### src/rtl/dsd_pkg.sv
`timescale 1ns/1ps
package dsd_pkg;
    typedef enum logic [2:0] {
        OP_IDLE  = 3'd0,
        OP_READ  = 3'd1,
        OP_WRITE = 3'd2,
        OP_CBR   = 3'd3,
        OP_RONLY = 3'd4,
        OP_SELF  = 3'd5
    } op_e;
endpackage

### src/rtl/dsd_sync.sv
`timescale 1ns/1ps
// Two-flop synchronizer bank for asynchronous pins.
module dsd_sync #(
    parameter int          W       = 1,
    parameter logic [W-1:0] RST_VAL = '0
) (
    input  logic         clk,
    input  logic         rst_n,
    input  logic [W-1:0] din,
    output logic [W-1:0] dout
);
    logic [W-1:0] meta_q;
    logic [W-1:0] sync_q;

    always_ff @(posedge clk or negedge rst_n) begin
        if (!rst_n) begin
            meta_q <= RST_VAL;
            sync_q <= RST_VAL;
        end else begin
            meta_q <= din;
            sync_q <= meta_q;
        end
    end

    assign dout = sync_q;
endmodule

### src/rtl/dsd_refresh_ctr.sv
`timescale 1ns/1ps
// Internal refresh row counter, wraps modulo 2**W.
module dsd_refresh_ctr #(
    parameter int W = 10
) (
    input  logic         clk,
    input  logic         rst_n,
    input  logic         step,
    output logic [W-1:0] row
);
    logic [W-1:0] row_d, row_q;

    always_comb begin
        row_d = row_q;
        if (step) row_d = row_q + W'(1);
    end

    always_ff @(posedge clk or negedge rst_n) begin
        if (!rst_n) row_q <= '0;
        else        row_q <= row_d;
    end

    assign row = row_q;
endmodule

### src/rtl/dram_strobe_decoder.sv
`timescale 1ns/1ps
module dram_strobe_decoder #(
    parameter int ADDR_W   = 10,
    parameter int TRAS_CYC = 16,
    parameter int TRP_CYC  = 8
) (
    input  logic              clk,
    input  logic              rst_n,
    input  logic              ras_n,
    input  logic              lcas_n,
    input  logic              ucas_n,
    input  logic              we_n,
    input  logic              oe_n,
    input  logic [ADDR_W-1:0] addr,
    output logic              cas_int,
    output logic [1:0]        lane_oe,
    output logic [1:0]        lane_wr,
    output logic              din_capture,
    output logic              row_latch,
    output logic              col_latch,
    output logic [ADDR_W-1:0] row_addr,
    output logic [ADDR_W-1:0] col_addr,
    output logic [2:0]        op,
    output logic [ADDR_W-1:0] ref_row
);
    import dsd_pkg::*;

    localparam int CNT_MAX = (TRAS_CYC > TRP_CYC) ? TRAS_CYC : TRP_CYC;
    localparam int CNT_W   = $clog2(CNT_MAX + 1);
    localparam int NPIN    = 5;

    // Active-high pin bundle: {ras, lcas, ucas, we, oe}
    typedef struct packed {
        logic ras;
        logic lc;
        logic uc;
        logic we;
        logic oe;
    } pins_t;

    typedef struct packed {
        op_e               op;
        logic [CNT_W-1:0]  cnt;
        pins_t             prev;
        logic              capt;
        logic              cas;
        logic [1:0]        lane_oe;
        logic [1:0]        lane_wr;
        logic              din_cap;
        logic              row_le;
        logic              col_le;
        logic [ADDR_W-1:0] row;
        logic [ADDR_W-1:0] col;
    } st_t;

    localparam st_t ST_RST = '{op: OP_IDLE, default: '0};

    logic [NPIN-1:0]   pins_n_s;
    logic [ADDR_W-1:0] addr_s;
    pins_t             cur;
    st_t               s_q, s_d;
    logic              ref_step;

    dsd_sync #(.W(NPIN), .RST_VAL({NPIN{1'b1}})) u_sync_ctl (
        .clk  (clk),
        .rst_n(rst_n),
        .din  ({ras_n, lcas_n, ucas_n, we_n, oe_n}),
        .dout (pins_n_s)
    );

    dsd_sync #(.W(ADDR_W), .RST_VAL('0)) u_sync_addr (
        .clk  (clk),
        .rst_n(rst_n),
        .din  (addr),
        .dout (addr_s)
    );

    assign cur = pins_t'(~pins_n_s);

    always_comb begin
        logic [1:0] lane_now, lane_was;
        logic       cas_now, cas_was, ras_fall, ras_rise;
        logic       cas_fall, we_fall, acc, rd_now, rd_was;

        s_d         = s_q;
        s_d.prev    = cur;
        s_d.row_le  = 1'b0;
        s_d.col_le  = 1'b0;
        s_d.din_cap = 1'b0;
        s_d.lane_wr = 2'b00;
        ref_step    = 1'b0;

        lane_now = {cur.uc, cur.lc};
        lane_was = {s_q.prev.uc, s_q.prev.lc};
        cas_now  = |lane_now;
        cas_was  = |lane_was;
        ras_fall = cur.ras & ~s_q.prev.ras;
        ras_rise = ~cur.ras & s_q.prev.ras;
        cas_fall = cas_now & ~cas_was;
        we_fall  = cur.we & ~s_q.prev.we;

        // Cycle classification by edge order
        if (ras_fall) begin
            if (s_q.op == OP_SELF) begin
                s_d.cnt = '0;
            end else if (cas_was) begin
                s_d.op  = OP_CBR;
                s_d.cnt = '0;
            end else begin
                s_d.op     = OP_RONLY;
                s_d.row_le = 1'b1;
                s_d.row    = addr_s;
            end
        end else if (!cur.ras) begin
            if (ras_rise && (s_q.op == OP_CBR || s_q.op == OP_SELF)) ref_step = 1'b1;
            if (s_q.op == OP_SELF) begin
                if (s_q.cnt == CNT_W'(TRP_CYC - 1)) s_d.op  = OP_IDLE;
                else                                 s_d.cnt = s_q.cnt + CNT_W'(1);
            end else begin
                s_d.op = OP_IDLE;
            end
        end else begin
            if (s_q.op == OP_CBR) begin
                if (s_q.cnt == CNT_W'(TRAS_CYC - 1)) begin
                    s_d.op  = OP_SELF;
                    s_d.cnt = '0;
                end else begin
                    s_d.cnt = s_q.cnt + CNT_W'(1);
                end
            end else if (s_q.op == OP_SELF) begin
                s_d.cnt = '0;
            end
        end

        // Access events
        acc    = cur.ras && (s_d.op == OP_RONLY || s_d.op == OP_READ || s_d.op == OP_WRITE);
        rd_now = cur.ras & cas_now & cur.oe & ~cur.we;
        rd_was = s_q.prev.ras & cas_was & s_q.prev.oe & ~s_q.prev.we;

        if (acc) begin
            if (cas_fall) begin
                s_d.col_le = 1'b1;
                s_d.col    = addr_s;
            end
            if ((cas_fall || we_fall) && !s_q.capt) s_d.din_cap = 1'b1;
            if (rd_now && !rd_was) s_d.op = OP_READ;
        end

        for (int i = 0; i < 2; i++) begin
            if (acc && lane_now[i] && cur.we &&
                !(lane_was[i] && s_q.prev.we && s_q.prev.ras)) begin
                s_d.lane_wr[i] = 1'b1;
                s_d.op         = OP_WRITE;
            end
            s_d.lane_oe[i] = acc & lane_now[i] & cur.oe & ~cur.we;
        end

        if (!cur.ras || (!cas_now && !cur.we)) s_d.capt = 1'b0;
        else if (s_d.din_cap)                  s_d.capt = 1'b1;

        s_d.cas = cas_now;
    end

    always_ff @(posedge clk or negedge rst_n) begin
        if (!rst_n) s_q <= ST_RST;
        else        s_q <= s_d;
    end

    dsd_refresh_ctr #(.W(ADDR_W)) u_ref (
        .clk  (clk),
        .rst_n(rst_n),
        .step (ref_step),
        .row  (ref_row)
    );

    assign cas_int     = s_q.cas;
    assign lane_oe     = s_q.lane_oe;
    assign lane_wr     = s_q.lane_wr;
    assign din_capture = s_q.din_cap;
    assign row_latch   = s_q.row_le;
    assign col_latch   = s_q.col_le;
    assign row_addr    = s_q.row;
    assign col_addr    = s_q.col;
    assign op          = s_q.op;
endmodule

### config.mk
export PLATFORM = sky130hd
export DESIGN_NAME = dram_strobe_decoder
export DESIGN_NICKNAME = d
export VERILOG_FILES = /design/src/rtl/dsd_pkg.sv /design/src/rtl/dsd_sync.sv /design/src/rtl/dsd_refresh_ctr.sv /design/src/rtl/dram_strobe_decoder.sv
export SDC_FILE = /design/constraint.sdc
export NUM_CORES = 1
export LEC_CHECK = 0
export ABC_AREA = 1
export BUFFER_PORTS_ARGS = -buffer_cell sky130_fd_sc_hd__buf_2
export CAP_MARGIN = 20
export CORE_MARGIN = 3
export CORE_UTILIZATION = 55
export CTS_CLUSTER_DIAMETER = 150
export CTS_CLUSTER_SIZE = 25
export DETAILED_ROUTE_END_ITERATION = 10
export PLACE_DENSITY = 0.78
export SYNTH_ARGS = -nofsm -noshare
export SYNTH_HDL_FRONTEND = slang
export SYNTH_SLANG_ARGS = --single-unit
### constraint.sdc
create_clock -name clk -period 2.75 [get_ports clk]
set_input_delay 0.55 -clock clk [delete_from_list [all_inputs] [get_ports clk]]
set_output_delay 0.55 -clock clk [all_outputs]
set_load 0.02 [all_outputs]
* After elaboration in Yosys (flattened, before gate mapping) *
Index checks and enable logic that the tools add are counted.
W data, S select, Z words.

cells by class
  $add $sub $neg = 2
  equal/unequal tests = 9
  muxes and demuxes = 33
  bitwise logic cells = 23
  reductions and logical operators = 35

operators with widths
  cell                     count
  $mux W5                  7
  $mux W3                  10
  $and A1 B1 Y1            16
  $mux W8                  2
  $logic_and A1 B1 Y1      15
  $mux W1                  14
  $add A10 B1 Y10 const B  1
  $logic_not A1 Y1         7
  $eq A3 B2 Y1 const B     2
  $eq A3 B3 Y1 const B     2
  $not A1 Y1               6
  $reduce_bool A3 Y1       2
  $add A5 B1 Y5 const B    1
  $eq A5 B3 Y1 const B     1
  $eq A5 B4 Y1 const B     1
  $logic_or A1 B1 Y1       5
  $not A5 Y5               1
  $reduce_and A4 Y1        1
  $reduce_or A2 Y1         2
  $eq A3 B1 Y1 const B     1
  $ne A3 B1 Y1 const B     1
  $ne A3 B3 Y1 const B     1
  $reduce_and A3 Y1        1
  $reduce_and A2 Y1        1
  $reduce_bool A2 Y1       1

storage, ports and cells
  flip-flop bits (word level) = 82
  input bits = 17
  output and inout bits = 41

* Longest topological paths before layout *
  depth in word-level cells = 14
  mapped depth = 15

* Cells and area by module *
Synthesis repeated with hierarchy kept, for this count alone.

second synthesis, totals
  cell total of the unflattened synthesis = 333
  area total of the unflattened synthesis = 3424.5 um^2

modules (own cells, without submodules)
  module                   instances  cells an instance  area an instance (um^2)  seq. area each (um^2)
  dram_strobe_decoder      1          247                2167.1                   1051.0
  dsd_sync at u_sync_addr  1          20                 500.5                    500.5
  dsd_refresh_ctr          1          56                 494.2                    250.2
  dsd_sync at u_sync_ctl   1          10                 262.8                    262.8

* Least setup slack after synthesis *
OpenSTA, ideal clock, no wires.

  kind = flip-flop to flip-flop
  start point = reg s_q[34] (netlist bit)
  end point = reg s_q (netlist bit col_addr[0])
  setup time = 0.121 ns
  arrival time = 1.812 ns
  setup slack = 0.818 ns
  cell stages (with the launch flop) = 14
  cells stage by stage = dfrtp_1 -> ha_1 -> nand2_1 -> nor2_1 -> ha_1 -> a31oi_1 -> a21oi_4 -> inv_1 -> nand2_2 -> nand3_4 -> nor2_4 -> buf_6 -> nand2_2 -> nand2_1

on the way
  longest elaborated chain between the ends = 10
  elaborated cells between the ends (all ways) = 15

RTL lines
  what                                          RTL line                                                RTL
  start: declaration                            dram_strobe_decoder.sv:61                               st_t s_q, s_d;
  start signal: assignment                      dram_strobe_decoder.sv:165                              if (!rst_n) s_q <= ST_RST;
  start signal: assignment                      dram_strobe_decoder.sv:166                              else s_q <= s_d;
  $eq A5 B3 Y1 or $eq A5 B4 Y1 (tied branches)  dram_strobe_decoder.sv:117, dram_strobe_decoder.sv:124
  $mux W3, on equally long branches             dram_strobe_decoder.sv:117, dram_strobe_decoder.sv:124
  $mux W3, on equally long branches             dram_strobe_decoder.sv:116, dram_strobe_decoder.sv:123
  $mux W8 (*)                                   dram_strobe_decoder.sv:114                              end else if (!cur.ras) begin
  $mux W8 (*)                                   dram_strobe_decoder.sv:103                              if (ras_fall) begin
  $eq A3 B3 Y1 or $eq A3 B1 Y1 (tied branches)  dram_strobe_decoder.sv:136                              acc = cur.ras && (s_d.op == OP_RONLY || s_d.op == OP_READ || s_d.op == OP_WRITE);
  $logic_or A1 B1 Y1                            dram_strobe_decoder.sv:136
  $logic_or A1 B1 Y1 (*)                        dram_strobe_decoder.sv:136
  $logic_and A1 B1 Y1 (*)                       dram_strobe_decoder.sv:136
  $reduce_and A2 Y1 (no line) (*)               --

Every way passes the cells marked *; elsewhere a longest branch is shown, timed or not.
A chain may end at the register's enable or synchronous reset.

* Final worst setup path *
  start point = reg s_q[34] (netlist bit)
  end point = reg s_q (netlist bit col_addr[9])

The elaborated chain is that of the path after synthesis.

==> results.json <==
{
  "grt_max_degree": 47,
  "drive_above_1_share": 0.319,
  "powerDensity_nw_per_um2": 811,
  "crit_buf_inv": 1,
  "rows": 27,
  "core_area_um2": 5740,
  "clk_path_buf_depth": 2,
  "ant_nets": 0,
  "ys_types": 31,
  "status": "completed",
  "worst-path-stages": 12,
  "drc": 0,
  "htree_num_levels": 3,
  "clk_latency_ns": 0.34,
  "syn-instance-count": 325,
  "antennaDiodeCount": 0,
  "initialDrtViolationCount": 123,
  "critPathKind": "flop to flop",
  "postCtsResizedCells": 0,
  "hp-class": "input port to async pin",
  "area_delta_synth_final_pct": 11.8,
  "grt_use_met1": 0.231,
  "ys_ff_latch": 82,
  "vias": 2176,
  "place_congestion": 0.807,
  "initial_core_util": 0.589,
  "crit_slowest_cell": "dfrtp_1",
  "start_kind": "flop",
  "fin_crit_sh": 0.871,
  "end_kind": "flop",
  "ios": 58,
  "final_cell_mix": "78 x nand2_1, 72 x dfrtp_1, 56 x buf_2",
  "layout_commonest_cell": "nand2_1",
  "cp.arrival_ns": 2.68,
  "synth_fp_nets": 346,
  "dp_hpwl_um": 4070,
  "p_leak_nw": 1.98,
  "rsz0062_at_grt": "no",
  "grt_first_pass_wirelength_um": 9720,
  "max_clock_freq_mhz": 417,
  "drt_wl_total_um": 5550,
  "cts_setup_buffers": 0,
  "max_cap_violations": 0,
  "drt-vias-per-instance": 4.96,
  "hold_violations": 0,
  "r2r_cells": 12,
  "critPathRequiredTime_ns": 3.03,
  "total_power_mw": 3.07,
  "die_width_um": 84.4,
  "clkSinkCount": 82,
  "stdcell_count": 439,
  "setup_violations": 0,
  "io_buffers": 57,
  "grt_antenna_before_repair": 0,
  "track_usage": 0.171,
  "dp.cells": 423,
  "numCtsBuffers": 9,
  "cp_common_cell": "nand2_1",
  "slew_headroom": 0.493,
  "path_delay_family": "simple AND/OR/NAND/NOR gates",
  "place_area_um2": 3550,
  "critical_path.cell_chain": "ha_1, nand2_1, nor2_1, ha_1, a31oi_1, a21oi_4, inv_1, nand2_2, nand3_4, nor2_4, nand2_1, nand2_1",
  "ir_worst_vdd_mv": 0.543,
  "final_nets": 383,
  "period_needed_ns": 2.40,
  "clk_pin_slew_ns": 0.08,
  "dieArea_um2": 7130,
  "finalSetupTns_ns": 0,
  "drv_slew": 0,
  "avgSynthCellArea_um2": 10.4,
  "ys_warn_count": 0,
  "met3_usage": 0.0451,
  "skew_ns": 0.0103,
  "slowest_delay_ns": 0.40,
  "synth.cell_area_um2": 3380,
  "dieHeight_um": 84.4,
  "grt_use_met2": 0.265,
  "yosysSeqAreaShare": 0.610,
  "tightest_slew_ns": 0.751,
  "top_usage_layer": "met2",
  "drtPass1Iterations": 4,
  "clockRootBuffer": "clkbuf_8",
  "tritoncts": "done",
  "grt-ovfl-total": 0,
  "critPathMaxFanout": 12,
  "routedWlPerCell_um": 12.6,
  "finalInstanceArea_um2": 3780,
  "fillers": 455,
  "grt_pass1_vias": 2137,
  "holdBufCountCts": 0
}
-- final cells by class --
cell class,count,area [um2],share of cell area
clock inverter,6,96.3,0.0255
tap,72,90.1,0.0238
multi-input combinational,181,975,0.258
timing repair buffer,58,308,0.0813
sequential,82,2060,0.546
inverter,30,113,0.0298
clock buffer,10,138,0.0364
-- metal layers --
metal	share of wire	wire length, um
met1	0.46	2570
met2	0.46	2560
met3	0.055	305
met4	0.019	107
met5	0	0
-- sequential cells by signal, indices dropped and copies added, names as in the netlist, 2 cells and up --
name / cells
s_q: 11
col_addr: 10
row_addr: 10
u_ref.row: 10
u_sync_addr.dout: 10
u_sync_addr.meta_q: 10
u_sync_ctl.dout: 5
u_sync_ctl.meta_q: 5
op: 3
lane_oe: 2
lane_wr: 2
-- cell families after synthesis --
| group | Yosys count | synth area share |
|---|---|---|
| AOI/OAI and AO/OA | 24 | 0.0407 |
| xor gates and xnor gates | 9 | 0.0233 |
| adders and majority gates | 4 | 0.0148 |
| buffers and inverters | 62 | 0.102 |
| DFF | 82 | 0.610 |
| and+or+nand+nor | 144 | 0.209 |
-- where the power goes --
group          internal (mW)  leakage (nW)  switching (mW)
Combinational          0.197         0.857           0.399
Clock                  0.547         0.115           0.430
Sequential              1.38          1.01           0.116
Total                   2.12          1.98           0.945
-- synth_stat cells --
cell      instances  area, um2
nand3_2           5       50.1
inv_2             5       18.8
nor3b_1           1       7.51
nand2_2          11       68.8
a31oi_1           2       12.5
o41ai_1           1       8.76
or2_2             1       6.26
nor3_1            3       15.0
o21ai_0           6       30.0
nor3_2            1       10.0
clkbuf_1          3       11.3
nand3_1          17       85.1
nand3_4           1       17.5
xnor2_1           4       35.0
nand3b_1          2       15.0
xor2_1            5       43.8
dfrtp_1          72       1800
inv_1            25       93.8
buf_4            28        210
nor2_1           14       52.6
nand4_1           2       12.5
ha_1              4       50.1
a21oi_1           5       25.0
dfstp_2          10        263
nor2_4            3       33.8
nor2_2            4       25.0
o21ai_1           9       45.0
a21oi_4           1       16.3
nor3_4            1       16.3
buf_6             1       11.3
nand2_1          78        293
-- final timing paths --
path	startpoint	to	slack (ns)
worst max-delay path	s_q[34]	col_addr[9]	0.35
max in group asynchronous	rst_n	u_sync_ctl.meta_q[2]	1.96
worst min-delay path	rst_n	op[1]	0.15
worst max register to register	s_q[34]	col_addr[9]	0.35
worst min register to register	u_sync_addr.meta_q[0]	u_sync_addr.dout[0]	0.35
min in group clk	oe_n	u_sync_ctl.meta_q[0]	0.30
-- worst register-to-register path, stage by stage, from the launching register on --
cell and delay (ns):
dfrtp_1 0.40, ha_1 0.19, nand2_1 0.09, nor2_1 0.15, ha_1 0.21, a31oi_1 0.14
a21oi_4 0.21, inv_1 0.11, nand2_2 0.11, nand3_4 0.16, nor2_4 0.36, nand2_1 0.12
nand2_1 0.09
-- per-stage QoR --
stage	utilization	setup slack (ns)	hold WS (ns)
global placement	0.618	0.563	0.332
floorplan	-	0.818	0.254
finish	0.659	0.354	0.151
global route	0.659	0.173	0.177
CTS	0.659	0.377	0.160
detailed placement	0.618	0.396	0.335
(Power assumes the default switching activity.)
